## src/rtl/ecp_svc_pkg.sv

```systemverilog
package ecp_svc_pkg;

   // register bit positions (software decodes these)
   localparam int unsigned BIT_EMPTY = 0;
   localparam int unsigned BIT_FULL  = 1;
   localparam int unsigned BIT_SVC   = 2;
   localparam int unsigned BIT_DMAEN = 3;
   localparam int unsigned BIT_FMASK = 4;
   localparam int unsigned REG_W     = 5;

   typedef struct packed {
      logic fmask;
      logic dma_en;
   } ctl_bits_t;

   localparam ctl_bits_t CTL_RESET = '{fmask: 1'b1, dma_en: 1'b0};

endpackage

```

## src/rtl/ecp_fault_sync.sv

```systemverilog
module ecp_fault_sync #(
   parameter int unsigned STAGES   = 2,
   parameter logic        IDLE_VAL = 1'b1
) (
   input  logic clk,
   input  logic rst_n,
   input  logic d_async,
   output logic d_sync
);

   initial begin
      assert (STAGES >= 2)
         else $error("ecp_fault_sync: STAGES must be at least 2");
   end

   logic [STAGES-1:0] chain;

   genvar g;
   generate
      for (g = 0; g < STAGES; g++) begin : g_stage
         if (g == 0) begin : g_first
            always_ff @(posedge clk or negedge rst_n) begin
               if (!rst_n) chain[g] <= IDLE_VAL;
               else        chain[g] <= d_async;
            end
         end else begin : g_next
            always_ff @(posedge clk or negedge rst_n) begin
               if (!rst_n) chain[g] <= IDLE_VAL;
               else        chain[g] <= chain[g-1];
            end
         end
      end
   endgenerate

   assign d_sync = chain[STAGES-1];

endmodule

```

## src/rtl/ecp_fault_irq.sv

```systemverilog
module ecp_fault_irq (
   input  logic clk,
   input  logic rst_n,
   input  logic fault_n_s,
   input  logic fmask_q,
   input  logic wr_en,
   input  logic wr_fmask,
   output logic fault_pulse
);

   logic fault_prev;
   logic fell;
   logic unmask_hit;

   always_ff @(posedge clk or negedge rst_n) begin
      if (!rst_n) fault_prev <= 1'b1;
      else        fault_prev <= fault_n_s;
   end

   assign fell       = fault_prev & ~fault_n_s;
   assign unmask_hit = wr_en & fmask_q & ~wr_fmask & ~fault_n_s;

   always_ff @(posedge clk or negedge rst_n) begin
      if (!rst_n) fault_pulse <= 1'b0;
      else        fault_pulse <= (fell & ~fmask_q) | unmask_hit;
   end

   // a masked edge with no write gives no pulse
   assert_fault_masked_R3: assert property (@(posedge clk) disable iff (!rst_n)
      (fmask_q && !wr_en) |=> !fault_pulse);

   // the write path fires only for a 1->0 mask change
   assert_unmask_needs_change_R4: assert property (@(posedge clk) disable iff (!rst_n)
      (!fmask_q && !fell) |=> !fault_pulse);

endmodule

```

## src/rtl/ecp_svc_ctrl.sv

```systemverilog
module ecp_svc_ctrl #(
   parameter int unsigned DEPTH        = 16,
   parameter int unsigned TH_W         = 4,
   parameter bit          ZERO_AS_ONE  = 1'b1,
   localparam int unsigned LVL_W       = $clog2(DEPTH + 1)
) (
   input  logic             clk,
   input  logic             rst_n,
   input  logic             wr_en,
   input  logic             wr_svc,
   input  logic             dma_en_q,
   input  logic             dir,
   input  logic             dma_tc,
   input  logic [LVL_W-1:0] level,
   input  logic [TH_W-1:0]  wr_th,
   input  logic [TH_W-1:0]  rd_th,
   output logic             svc_q,
   output logic             set_pulse
);

   localparam logic [LVL_W-1:0] DEPTH_L = LVL_W'(DEPTH);

   initial begin
      assert ((2 ** TH_W) - 1 <= DEPTH)
         else $error("ecp_svc_ctrl: threshold range exceeds FIFO depth");
   end

   logic [TH_W-1:0]  wr_th_e;
   logic [TH_W-1:0]  rd_th_e;
   logic [LVL_W-1:0] free_bytes;
   logic             space_ok;
   logic             data_ok;
   logic             src_hit;
   logic             set_now;

   generate
      if (ZERO_AS_ONE) begin : g_zero_one
         assign wr_th_e = (wr_th == '0) ? TH_W'(1) : wr_th;
         assign rd_th_e = (rd_th == '0) ? TH_W'(1) : rd_th;
      end else begin : g_zero_raw
         assign wr_th_e = wr_th;
         assign rd_th_e = rd_th;
      end
   endgenerate

   assign free_bytes = DEPTH_L - level;
   assign space_ok   = free_bytes >= LVL_W'(wr_th_e);
   assign data_ok    = level      >= LVL_W'(rd_th_e);

   always_comb begin
      if (dma_en_q)  src_hit = dma_tc;
      else if (dir)  src_hit = data_ok;
      else           src_hit = space_ok;
   end

   assign set_now = ~svc_q & src_hit & ~wr_en;

   always_ff @(posedge clk or negedge rst_n) begin
      if (!rst_n) begin
         svc_q     <= 1'b1;
         set_pulse <= 1'b0;
      end else begin
         set_pulse <= set_now;
         if (wr_en)        svc_q <= wr_svc;
         else if (set_now) svc_q <= 1'b1;
      end
   end

   // sticky until software clears it
   assert_svc_sticky_R10: assert property (@(posedge clk) disable iff (!rst_n)
      (svc_q && !wr_en) |=> svc_q);

   // a software write of 1 never produces a service pulse
   assert_no_sw_irq_R10: assert property (@(posedge clk) disable iff (!rst_n)
      (wr_en && wr_svc) |=> !set_pulse);

   // the service pulse is never longer than one cycle
   assert_single_pulse_R12: assert property (@(posedge clk) disable iff (!rst_n)
      set_pulse |=> !set_pulse);

   // a pulse always coincides with the bit being set
   assert_pulse_sets_bit_R12: assert property (@(posedge clk) disable iff (!rst_n)
      set_pulse |-> svc_q);

endmodule

```

## src/rtl/ecp_fifo_flags.sv

```systemverilog
module ecp_fifo_flags #(
   parameter int unsigned DEPTH  = 16,
   localparam int unsigned LVL_W = $clog2(DEPTH + 1)
) (
   input  logic [LVL_W-1:0] level,
   output logic             full,
   output logic             empty
);

   initial begin
      assert (DEPTH >= 2) else $error("ecp_fifo_flags: DEPTH must be at least 2");
   end

   assign full  = (level == LVL_W'(DEPTH));
   assign empty = (level == '0);

   // the two flags are mutually exclusive
   always_comb begin
      assert_flags_exclusive_R11: assert (!(full && empty));
   end

endmodule

```

## src/rtl/ecp_service_intr.sv

```systemverilog
module ecp_service_intr
   import ecp_svc_pkg::*;
#(
   parameter int unsigned DEPTH       = 16,
   parameter int unsigned TH_W        = 4,
   parameter int unsigned SYNC_STAGES = 2,
   parameter bit          ZERO_AS_ONE = 1'b1,
   localparam int unsigned LVL_W      = $clog2(DEPTH + 1)
) (
   input  logic             clk,
   input  logic             rst_n,
   input  logic             reg_wr,
   input  logic [REG_W-1:0] reg_wdata,
   output logic [REG_W-1:0] reg_rdata,
   input  logic [LVL_W-1:0] fifo_level,
   input  logic [TH_W-1:0]  wr_thresh,
   input  logic [TH_W-1:0]  rd_thresh,
   input  logic             dma_tc,
   input  logic             dir,
   input  logic             fault_n,
   output logic             irq,
   output logic             dma_go
);

   ctl_bits_t ctl_q;
   logic      svc_q;
   logic      svc_pulse;
   logic      fault_pulse;
   logic      fault_n_s;
   logic      full;
   logic      empty;

   always_ff @(posedge clk or negedge rst_n) begin
      if (!rst_n) begin
         ctl_q <= CTL_RESET;
      end else if (reg_wr) begin
         ctl_q.fmask  <= reg_wdata[BIT_FMASK];
         ctl_q.dma_en <= reg_wdata[BIT_DMAEN];
      end
   end

   ecp_fault_sync #(
      .STAGES   (SYNC_STAGES),
      .IDLE_VAL (1'b1)
   ) u_sync (
      .clk     (clk),
      .rst_n   (rst_n),
      .d_async (fault_n),
      .d_sync  (fault_n_s)
   );

   ecp_fault_irq u_fault (
      .clk         (clk),
      .rst_n       (rst_n),
      .fault_n_s   (fault_n_s),
      .fmask_q     (ctl_q.fmask),
      .wr_en       (reg_wr),
      .wr_fmask    (reg_wdata[BIT_FMASK]),
      .fault_pulse (fault_pulse)
   );

   ecp_svc_ctrl #(
      .DEPTH       (DEPTH),
      .TH_W        (TH_W),
      .ZERO_AS_ONE (ZERO_AS_ONE)
   ) u_svc (
      .clk       (clk),
      .rst_n     (rst_n),
      .wr_en     (reg_wr),
      .wr_svc    (reg_wdata[BIT_SVC]),
      .dma_en_q  (ctl_q.dma_en),
      .dir       (dir),
      .dma_tc    (dma_tc),
      .level     (fifo_level),
      .wr_th     (wr_thresh),
      .rd_th     (rd_thresh),
      .svc_q     (svc_q),
      .set_pulse (svc_pulse)
   );

   ecp_fifo_flags #(
      .DEPTH (DEPTH)
   ) u_flags (
      .level (fifo_level),
      .full  (full),
      .empty (empty)
   );

   always_comb begin
      reg_rdata            = '0;
      reg_rdata[BIT_FMASK] = ctl_q.fmask;
      reg_rdata[BIT_DMAEN] = ctl_q.dma_en;
      reg_rdata[BIT_SVC]   = svc_q;
      reg_rdata[BIT_FULL]  = full;
      reg_rdata[BIT_EMPTY] = empty;
   end

   assign irq    = svc_pulse | fault_pulse;
   assign dma_go = ctl_q.dma_en & ~svc_q;

   // no DMA permission survives a service set
   assert_dma_blocked_R5: assert property (@(posedge clk) disable iff (!rst_n)
      svc_pulse |-> !dma_go);

   // terminal count in DMA mode with the bit clear always sets it
   assert_tc_sets_R6: assert property (@(posedge clk) disable iff (!rst_n)
      (dma_go && dma_tc && !reg_wr) |=> (svc_q && irq));

endmodule

```

## config.mk

```make
export PLATFORM = sky130hd
export DESIGN_NAME = ecp_service_intr
export DESIGN_NICKNAME = d
export VERILOG_FILES = /design/src/rtl/ecp_svc_pkg.sv /design/src/rtl/ecp_fault_sync.sv /design/src/rtl/ecp_fault_irq.sv /design/src/rtl/ecp_svc_ctrl.sv /design/src/rtl/ecp_fifo_flags.sv /design/src/rtl/ecp_service_intr.sv
export SDC_FILE = /design/constraint.sdc
export NUM_CORES = 1
export LEC_CHECK = 0
export ABC_AREA = 1
export BUFFER_PORTS_ARGS = -buffer_cell sky130_fd_sc_hd__buf_2
export CAP_MARGIN = 20
export CORE_MARGIN = 8
export CORE_UTILIZATION = 44
export DETAILED_ROUTE_END_ITERATION = 8
export GPL_TIMING_DRIVEN = 0
export PLACE_DENSITY = 0.88
export SLEW_MARGIN = 20
export SYNTH_ARGS = -nofsm -noshare
export SYNTH_HDL_FRONTEND = slang
export SYNTH_SLANG_ARGS = --single-unit
```

## constraint.sdc

```tcl
create_clock -name clk -period 1.3 [get_ports clk]
set_input_delay 0.13 -clock clk [delete_from_list [all_inputs] [get_ports clk]]
set_output_delay 0.13 -clock clk [all_outputs]
set_load 0.005 [all_outputs]
```

* After elaboration in Yosys (flattened, before gate mapping)
Cells that the tools add are included.
** Word-level totals
- Flip-flop bits (word level) :: 8
- Output and inout port bits :: 7
- Word-level logic and storage cells :: 37
** Cells by class
- Add/sub/neg operators :: 1
- $lt $le $gt $ge :: 2
- Equality and inequality tests :: 1
- Mux-type cells :: 6
- Bitwise logic cells :: 15
- Reductions and logical operators :: 4
** Operators by type and width (count)
- 5-bit by 4-bit >= comparator with 1-bit output :: 2
- 1-bit bitwise AND :: 8
- 4-bit logical NOT :: 2
- 4-bit two-way mux :: 2
- 5-bit == test (second input constant) :: 1
- 5-bit logical NOT :: 1
- 1-bit inverter :: 5
- 5-bit subtractor (first input constant) :: 1
- 1-bit two-way mux :: 4
- 1-bit bitwise OR :: 2
- 2-bit nonzero test :: 1

* Logic depth before layout (Yosys ltp)
Gate-level depths: netlist of run 1.
- Depth after elaboration :: 9
- Gate-level depth with buffers :: 14
- Mapped depth without buffers :: 14

* Modules after synthesis
A second synthesis of run 1 with hierarchy kept.
** Second synthesis, totals
- Cell total of the unflattened synthesis :: 96
- Area, all modules :: 695.7 µm²
** By module, submodules not included
- ecp_svc_ctrl :: instances 1, cells each 66, area an instance 431.7 µm², seq. area each 51.3 µm²
- ecp_service_intr :: instances 1, cells each 15, area an instance 113.9 µm², seq. area each 51.3 µm²
- ecp_fault_irq :: instances 1, cells each 7, area an instance 75.1 µm², seq. area each 51.3 µm²
- ecp_fault_sync :: instances 1, cells each 2, area an instance 52.6 µm², seq. area each 52.6 µm²
- ecp_fifo_flags :: instances 1, cells each 6, area an instance 22.5 µm², seq. area each 0.0 µm²

* Least setup slack after synthesis of run 1
Ideal clock, no wire load.
- Path type :: input-to-reg
- Start :: input fifo_level[0]
- End :: register u_svc.svc_q
- Arrival :: 1.281 ns
- Slack :: -0.053 ns
- Cell stages on the path :: 14
- Path buffers :: 0
- Path through :: inv_1 -> ha_1 -> xnor2_1 -> ha_1 -> nand2_1 -> inv_1 -> nand2_1 -> nand2_1 -> nand2_1 -> nand2_1 -> nand3_2 -> nand3_2 -> nand2_1 -> inv_1
** On the way
- Cells in the longest elaborated chain, start to end :: 7
- Elaborated cells between the ends (all ways) :: 8
** Ends and longest elaborated chain
- start, declared :: RTL line ecp_service_intr.sv:15 : input logic [LVL_W-1:0] fifo_level,
- 5-bit subtractor :: RTL line ecp_svc_ctrl.sv:46 : assign free_bytes = DEPTH_L - level;
- 5-bit by 4-bit >= comparator with 1-bit output :: RTL line ecp_svc_ctrl.sv:47 : assign space_ok = free_bytes >= LVL_W'(wr_th_e);
- 1-bit two-way mux (*) :: RTL line ecp_svc_ctrl.sv:52 : else if (dir) src_hit = data_ok;
- 1-bit two-way mux (*) :: RTL line ecp_svc_ctrl.sv:51 : if (dma_en_q) src_hit = dma_tc;
- 1-bit bitwise AND (*) (2 in series) :: RTL line ecp_svc_ctrl.sv:56 : assign set_now = ~svc_q & src_hit & ~wr_en;
- 2-bit nonzero test (no source line) (*)
- end signal, assigned :: RTL line ecp_svc_ctrl.sv:64 : if (wr_en) svc_q <= wr_svc;
- end, declared :: RTL line ecp_svc_ctrl.sv:17 : output logic svc_q,
Mark *: on every way between the ends. The rest lies on a longest branch, timed or not.
A chain may end at the register's enable or synchronous reset.

* Worst setup path after layout of run 1
- Start :: input fifo_level[1]
- End :: register u_svc.svc_q
Same word-level chain as after synthesis.

==> impl_metrics.ini, run 1 <==
[die]
num_rows = 14
die_w_um = 54.4
core_area_sq_mm = 0.00144
ios = 31
dieArea_sq_mm = 0.00296
initial_core_util_pct = 45.1
die_h_um = 54.4

[critical_path]
max_stage_delay_ns = 0.31
crit_fanout = 3
worst_ep_required_time_ns = 1.49
critPathLaunchType = input port
endpoint_kind = flip-flop
crit_type = input port to flip-flop
reg2reg_slack_ns = 0.45
cpMostUsedCell = nand2_1
cpMaxStageDelayCell = ha_1
cp_cell_sequence = buf_6 -> inv_2 -> ha_4 -> xnor2_2 -> ha_1 -> nand2_1 -> inv_1 -> nand2_1 -> nand2_1 -> nand2_1 -> nand2_1 -> nand3_2 -> nand3_2 -> nand2_1 -> inv_1
worstPathArrival_ns = 1.39

[routing]
vias = 583
highest_layer = met3
wl_per_cell_um = 9.91
dr.first_iter.drc_count = 11
vias_per_cell = 4.52
drc_errors = 0
drt-pass1-iter-count = 4
route.met2.wl_um = 632
routed_wirelength_um = 1280
final_antenna_net_count = 0
wl_met3_um = 142
wl_met1_um = 503

[synthesis]
avgSynthCellArea_sq_um = 8.20
ys_ff_latch = 8
synth_top_cell_by_area = ha_1
async_flop_share_pct = 100
ys_seq_area_share_pct = 31.9
synthesis.nets = 114
ys.warnings.count = 0
synth_edf_count = 0
yosys.area.top_type_share_pct = 21.2
synth_area_leaders = ha_1 (21%), dfstp_2 (20%), dfrtp_1 (12%)
yosysMostFrequentCell = inv_1
netlist_top_cells_count = inv_1 (17), nand2_1 (15), ha_1 (11)
ys.flop_type = dfstp_2
syn_inst = 79
netlist_area_sq_um = 648
ys_types = 16

[cts]
cts-buffers-inserted = 3
ctsLongestPathBuffers = 2
cts_sinks = 8
cts_tree = built
clkLatencyLatePin_ns = 0.25
clock-root-buffer = clkbuf_4
clkTransAtPathRegs_ns = 0.05
cts_setup_buffers = 0
htree_levels = 1

[finish]
nFillCells = 135
final_core_util_pct = 62.3
synthToLayoutAreaGrowth_pct = 38.0
final_nets = 149
antennaDiodeCount = 0
fin_area_sq_um = 895
drive_gt1_share_pct = 46.0

[grt]
grt_usage_pct = 9.41
grt_start_max_net_pins = 9
overflow = 0
grt_pass1_vias = 568
grt_pass1_wl_um = 2080
antenna_found_initial = 0

[power]
vdd_drop_max_mv = 0.293
p_total_mw = 0.684
p_leak_nw = 0.527
p_per_area_mw_per_mm2 = 764

[sta]
holdWs_ns = 0.100
relSlewSlack_pct = 86.5
fin_crit_ns = 1.20
worst_slew_pin_slew_ns = 0.201
fin_crit_sh_pct = 92.2
max_freq_mhz = 834
drv_slew = 0
setup_ws_ns = 0.101
finClkSkew_ns = 0.00732
hold_viol = 0
setup_viol = 0

[min_path]
hp-class = input port to flip-flop

[placement]
place.gp.congestion = 0.731
pre_cts_slack_ns = -0.242
port_buffers = 28
place_area_sq_um = 816
hpwl_um = 1160

[status]
status = finished, final reports clean

[run]
maxCapViolCount = 0
==> state kept, by name, indices dropped and copies added, names as in the netlist <==
signal               flops
reg_rdata                2
u_sync.chain             1
u_sync.d_sync            1
u_svc.set_pulse          1
u_svc.svc_q              1
u_fault.fault_pulse      1
u_fault.fault_prev       1
==> layout by cell type (no fill, tap or decap), drive strengths merged <==
master and n:
dfrtp 3, xnor2 2, nor3 2, a21boi 1, clkbuf 4, ha 11
nand3 2, a31o 2, nor2 5, inv 17, o21ai 1, buf 33
dfstp 5, a21oi 3, or2 2, nor3b 3, nand2 15, dlygate4sd3 2
==> power breakdown <==
group | switching [mW] | total (mW) | leakage (nW) | internal [mW]
Sequential | 0.00838 | 0.283 | 0.0914 | 0.274
Clock | 0.0764 | 0.193 | 0.0150 | 0.117
Combinational | 0.0967 | 0.208 | 0.421 | 0.111
Total | 0.182 | 0.684 | 0.527 | 0.502
==> routing by layer <==
layer / global-route usage (%) / vias to the layer above
met4: 7.38 / 0
met1: 10.0 / 253
li1: - / 310
met2: 15.8 / 20
met5: 0 / -
met3: 1.90 / 0
==> area by class of cell <==
| class | instances | area (sq um) | area share (%) |
|---|---|---|---|
| tap | 16 | 20.0 | 2.24 |
| multi-input combinational | 49 | 365 | 40.8 |
| timing repair buffer | 30 | 173 | 19.3 |
| buffer | 5 | 37.5 | 4.20 |
| inverter | 17 | 66.3 | 7.41 |
| clock buffer | 4 | 26.3 | 2.94 |
| sequential | 8 | 206 | 23.1 |
==> worst paths after layout <==
path	start	to	depth (start not counted)
setup / recovery	fifo_level[1]	u_svc.svc_q	15
hold / removal	reg_wdata[3]	reg_rdata[3]	3
setup reg to reg	reg_rdata[4]	u_fault.fault_pulse	3
hold reg to reg	u_sync.chain[0]	u_sync.d_sync	0
max in group asynchronous	rst_n	u_fault.fault_prev	2
min in group asynchronous	rst_n	u_svc.set_pulse	2
==> through the flow <==
| step | cells | TNS, ns |
|---|---|---|
| 2_1_floorplan | 79 | 0 |
| 3_3_place_gp | 123 | -0.366 |
| 3_5_place_dp | 123 | -0.455 |
| 4_1_cts | 129 | 0 |
| 5_1_grt | 129 | -0.00610 |
| 6_report | 129 | 0 |
==> worst max-delay path: cells and delay by family <==
| family | cells | cell delay [ns] |
|---|---|---|
| fa+ha+maj | 2 | 0.47 |
| buf+inv | 4 | 0.19 |
| xor+xnor | 1 | 0.13 |
| simple gates | 8 | 0.46 |
==> timing repair <==
item / 4_1_cts / 5_1_grt
endpoints found under the setup margin: 0 / 2
gates resized for setup: 0 / 8
endpoints found under the hold margin: 9 / 0
hold buffers: 2 / 0
==> cells by family (layout without fill, tap and decap cells) <==
kind of cell             Yosys count  count (layout)  share of synthesized area, %
buffers and inverters             22              56                          15.6
XOR/XNOR                           2               2                          2.70
adder cells (fa/ha/maj)           11              11                          21.2
flip-flops                         8               8                          31.9
AND/OR/NAND/NOR                   29              29                          21.6
AO/OA/AOI/OAI                      7               7                          6.95
(Power assumes the default switching activity.)
==> inputs of run 2 (changes only) <==
--- a/config.mk
+++ b/config.mk
@@ -10,6 +10,7 @@
 export CAP_MARGIN = 20
 export CORE_MARGIN = 8
 export CORE_UTILIZATION = 44
+export CTS_BUF_LIST = sky130_fd_sc_hd__clkbuf_8 sky130_fd_sc_hd__clkbuf_16
 export DETAILED_ROUTE_END_ITERATION = 8
 export GPL_TIMING_DRIVEN = 0
 export PLACE_DENSITY = 0.88
==> impl_metrics.ini, run 2 (same netlist as run 1, synthesis figures left out) <==
[critical_path]
rr_worst_depth = 3
endpoint_kind = flip-flop
r2r_start = reg_rdata[4]
crit_fanout = 3
crit_type = input port to flip-flop
worst_ep_required_time_ns = 1.46
worstPathArrival_ns = 1.38
reg2reg_slack_ns = 0.46
critPathLaunchType = input port
regToRegEndpoint = u_fault.fault_pulse

[placement]
pre_cts_slack_ns = -0.242
place_area_sq_um = 816
hpwl_um = 1160
place.gp.congestion = 0.731
port_buffers = 28
dp_cells = 123

[sta]
rsz0062_at_grt = true
setup_tns_ns = 0
setup_viol = 0
hold_viol = 0
finClkSkew_ns = 0.00409
fin_crit_sh_pct = 93.4
holdWs_ns = 0.00564
worst_slew_pin_slew_ns = 0.202
max_freq_mhz = 823
setup_ws_ns = 0.0852
fin_crit_ns = 1.21
relSlewSlack_pct = 86.4
drv_slew = 0

[cts]
clkLatencyLatePin_ns = 0.23
htree_levels = 1
clock-root-buffer = clkbuf_8
clkTransAtPathRegs_ns = 0.04
ctsLongestPathBuffers = 2
cts_sinks = 8
cts-buffers-inserted = 3
cts_tree = built

[finish]
largest_reg_flops = 2
antennaDiodeCount = 0
seq_area_sq_um = 206
fin_area_sq_um = 931
drive_gt1_share_pct = 47.4
final_common_cell = buf_2
nFillCells = 132
fin_cells = 130
multi_input_area_sq_um = 365
final_core_util_pct = 64.8
final_nets = 150
synthToLayoutAreaGrowth_pct = 43.6
layout_common_cells = buf_2 (26), inv_1 (16), nand2_1 (15)

[routing]
drt-pass1-iter-count = 4
dr.first_iter.drc_count = 11
final_antenna_net_count = 0
routed_wirelength_um = 1340
wl_per_cell_um = 10.3
vias_per_cell = 4.55
drc_errors = 0
vias = 592

[die]
ios = 31
dieArea_sq_mm = 0.00296
initial_core_util_pct = 45.1
num_rows = 14
die_w_um = 54.4
die_h_um = 54.4
core_area_sq_mm = 0.00144

[min_path]
min_delay_path_depth = 1
min_to = u_sync.chain[0]
hp-class = input port to flip-flop
min-delay-start = fault_n

[run]
maxCapViolCount = 0

[status]
status = finished, final reports clean

[grt]
grt_start_max_net_pins = 9
grt_pass1_wl_um = 2100
grt_usage_pct = 9.63
antenna_found_initial = 0
overflow = 0
grt_pass1_vias = 570

[power]
p_leak_nw = 0.548
p_total_mw = 0.792
vdd_drop_max_mv = 0.341
p_per_area_mw_per_mm2 = 850
[run 2: cell count changes in the layout (fill, tap and decap cells not counted), sizes merged]
cell,previous run,this run
inv,17,18
dlygate4sd3,2,1
buf,33,35
clkbuf,4,3
[run 2: metal layers]
| metal | vias to the layer above | wire, um | GRT usage, % |
|---|---|---|---|
| met3 | 3 | 158 | 2.72 |
| met1 | 255 | 491 | 10.2 |
| met4 | 0 | 25 | 7.38 |
| li1 | 311 | - | - |
| met5 | - | 0 | 0 |
| met2 | 23 | 664 | 15.8 |
[run 2: how the worst max path moves through the flow]
| stage | start | to | depth (start not counted) |
|---|---|---|---|
| after global placement | fifo_level[0] | u_svc.svc_q | 15 |
| after detailed placement | fifo_level[0] | u_svc.svc_q | 15 |
| final | fifo_level[1] | u_svc.svc_q | 15 |
| after floorplan | fifo_level[0] | u_svc.svc_q | 14 |
| after global routing | fifo_level[1] | u_svc.svc_q | 15 |
| after CTS | fifo_level[0] | u_svc.svc_q | 15 |
[run 2: power by group]
part	leakage [nW]	switching (mW)	internal (mW)
combinational	0.429	0.0989	0.116
clock	0.0269	0.0898	0.204
sequential	0.0914	0.00838	0.275
[run 2: final cells by class]
| class | count | share of cell area, % |
|---|---|---|
| flip-flops and latches | 8 | 22.2 |
| clock buffers | 3 | 4.44 |
| well taps | 16 | 2.15 |
| multi-input cells | 49 | 39.2 |
| plain buffers | 5 | 4.03 |
| inverters | 17 | 7.66 |
| repair buffers | 31 | 19.9 |
| clock inverters | 1 | 0.403 |
[run 2: repair_timing]
item | in CTS | in global routing
setup buffers | 0 | 2
endpoints found under the setup margin | 0 | 2
gates resized for setup | 0 | 12
endpoints found under the hold margin | 8 | 0
hold buffers | 1 | 0
[run 2: critical path, cell delays in order]
cell	delay [ns]
buf_8	0.08
inv_4	0.03
ha_4	0.15
xnor2_2	0.13
ha_1	0.31
nand2_1	0.07
inv_1	0.04
nand2_1	0.05
nand2_1	0.05
nand2_1	0.06
nand2_1	0.05
nand3_2	0.07
nand3_2	0.05
nand2_1	0.06
inv_1	0.03
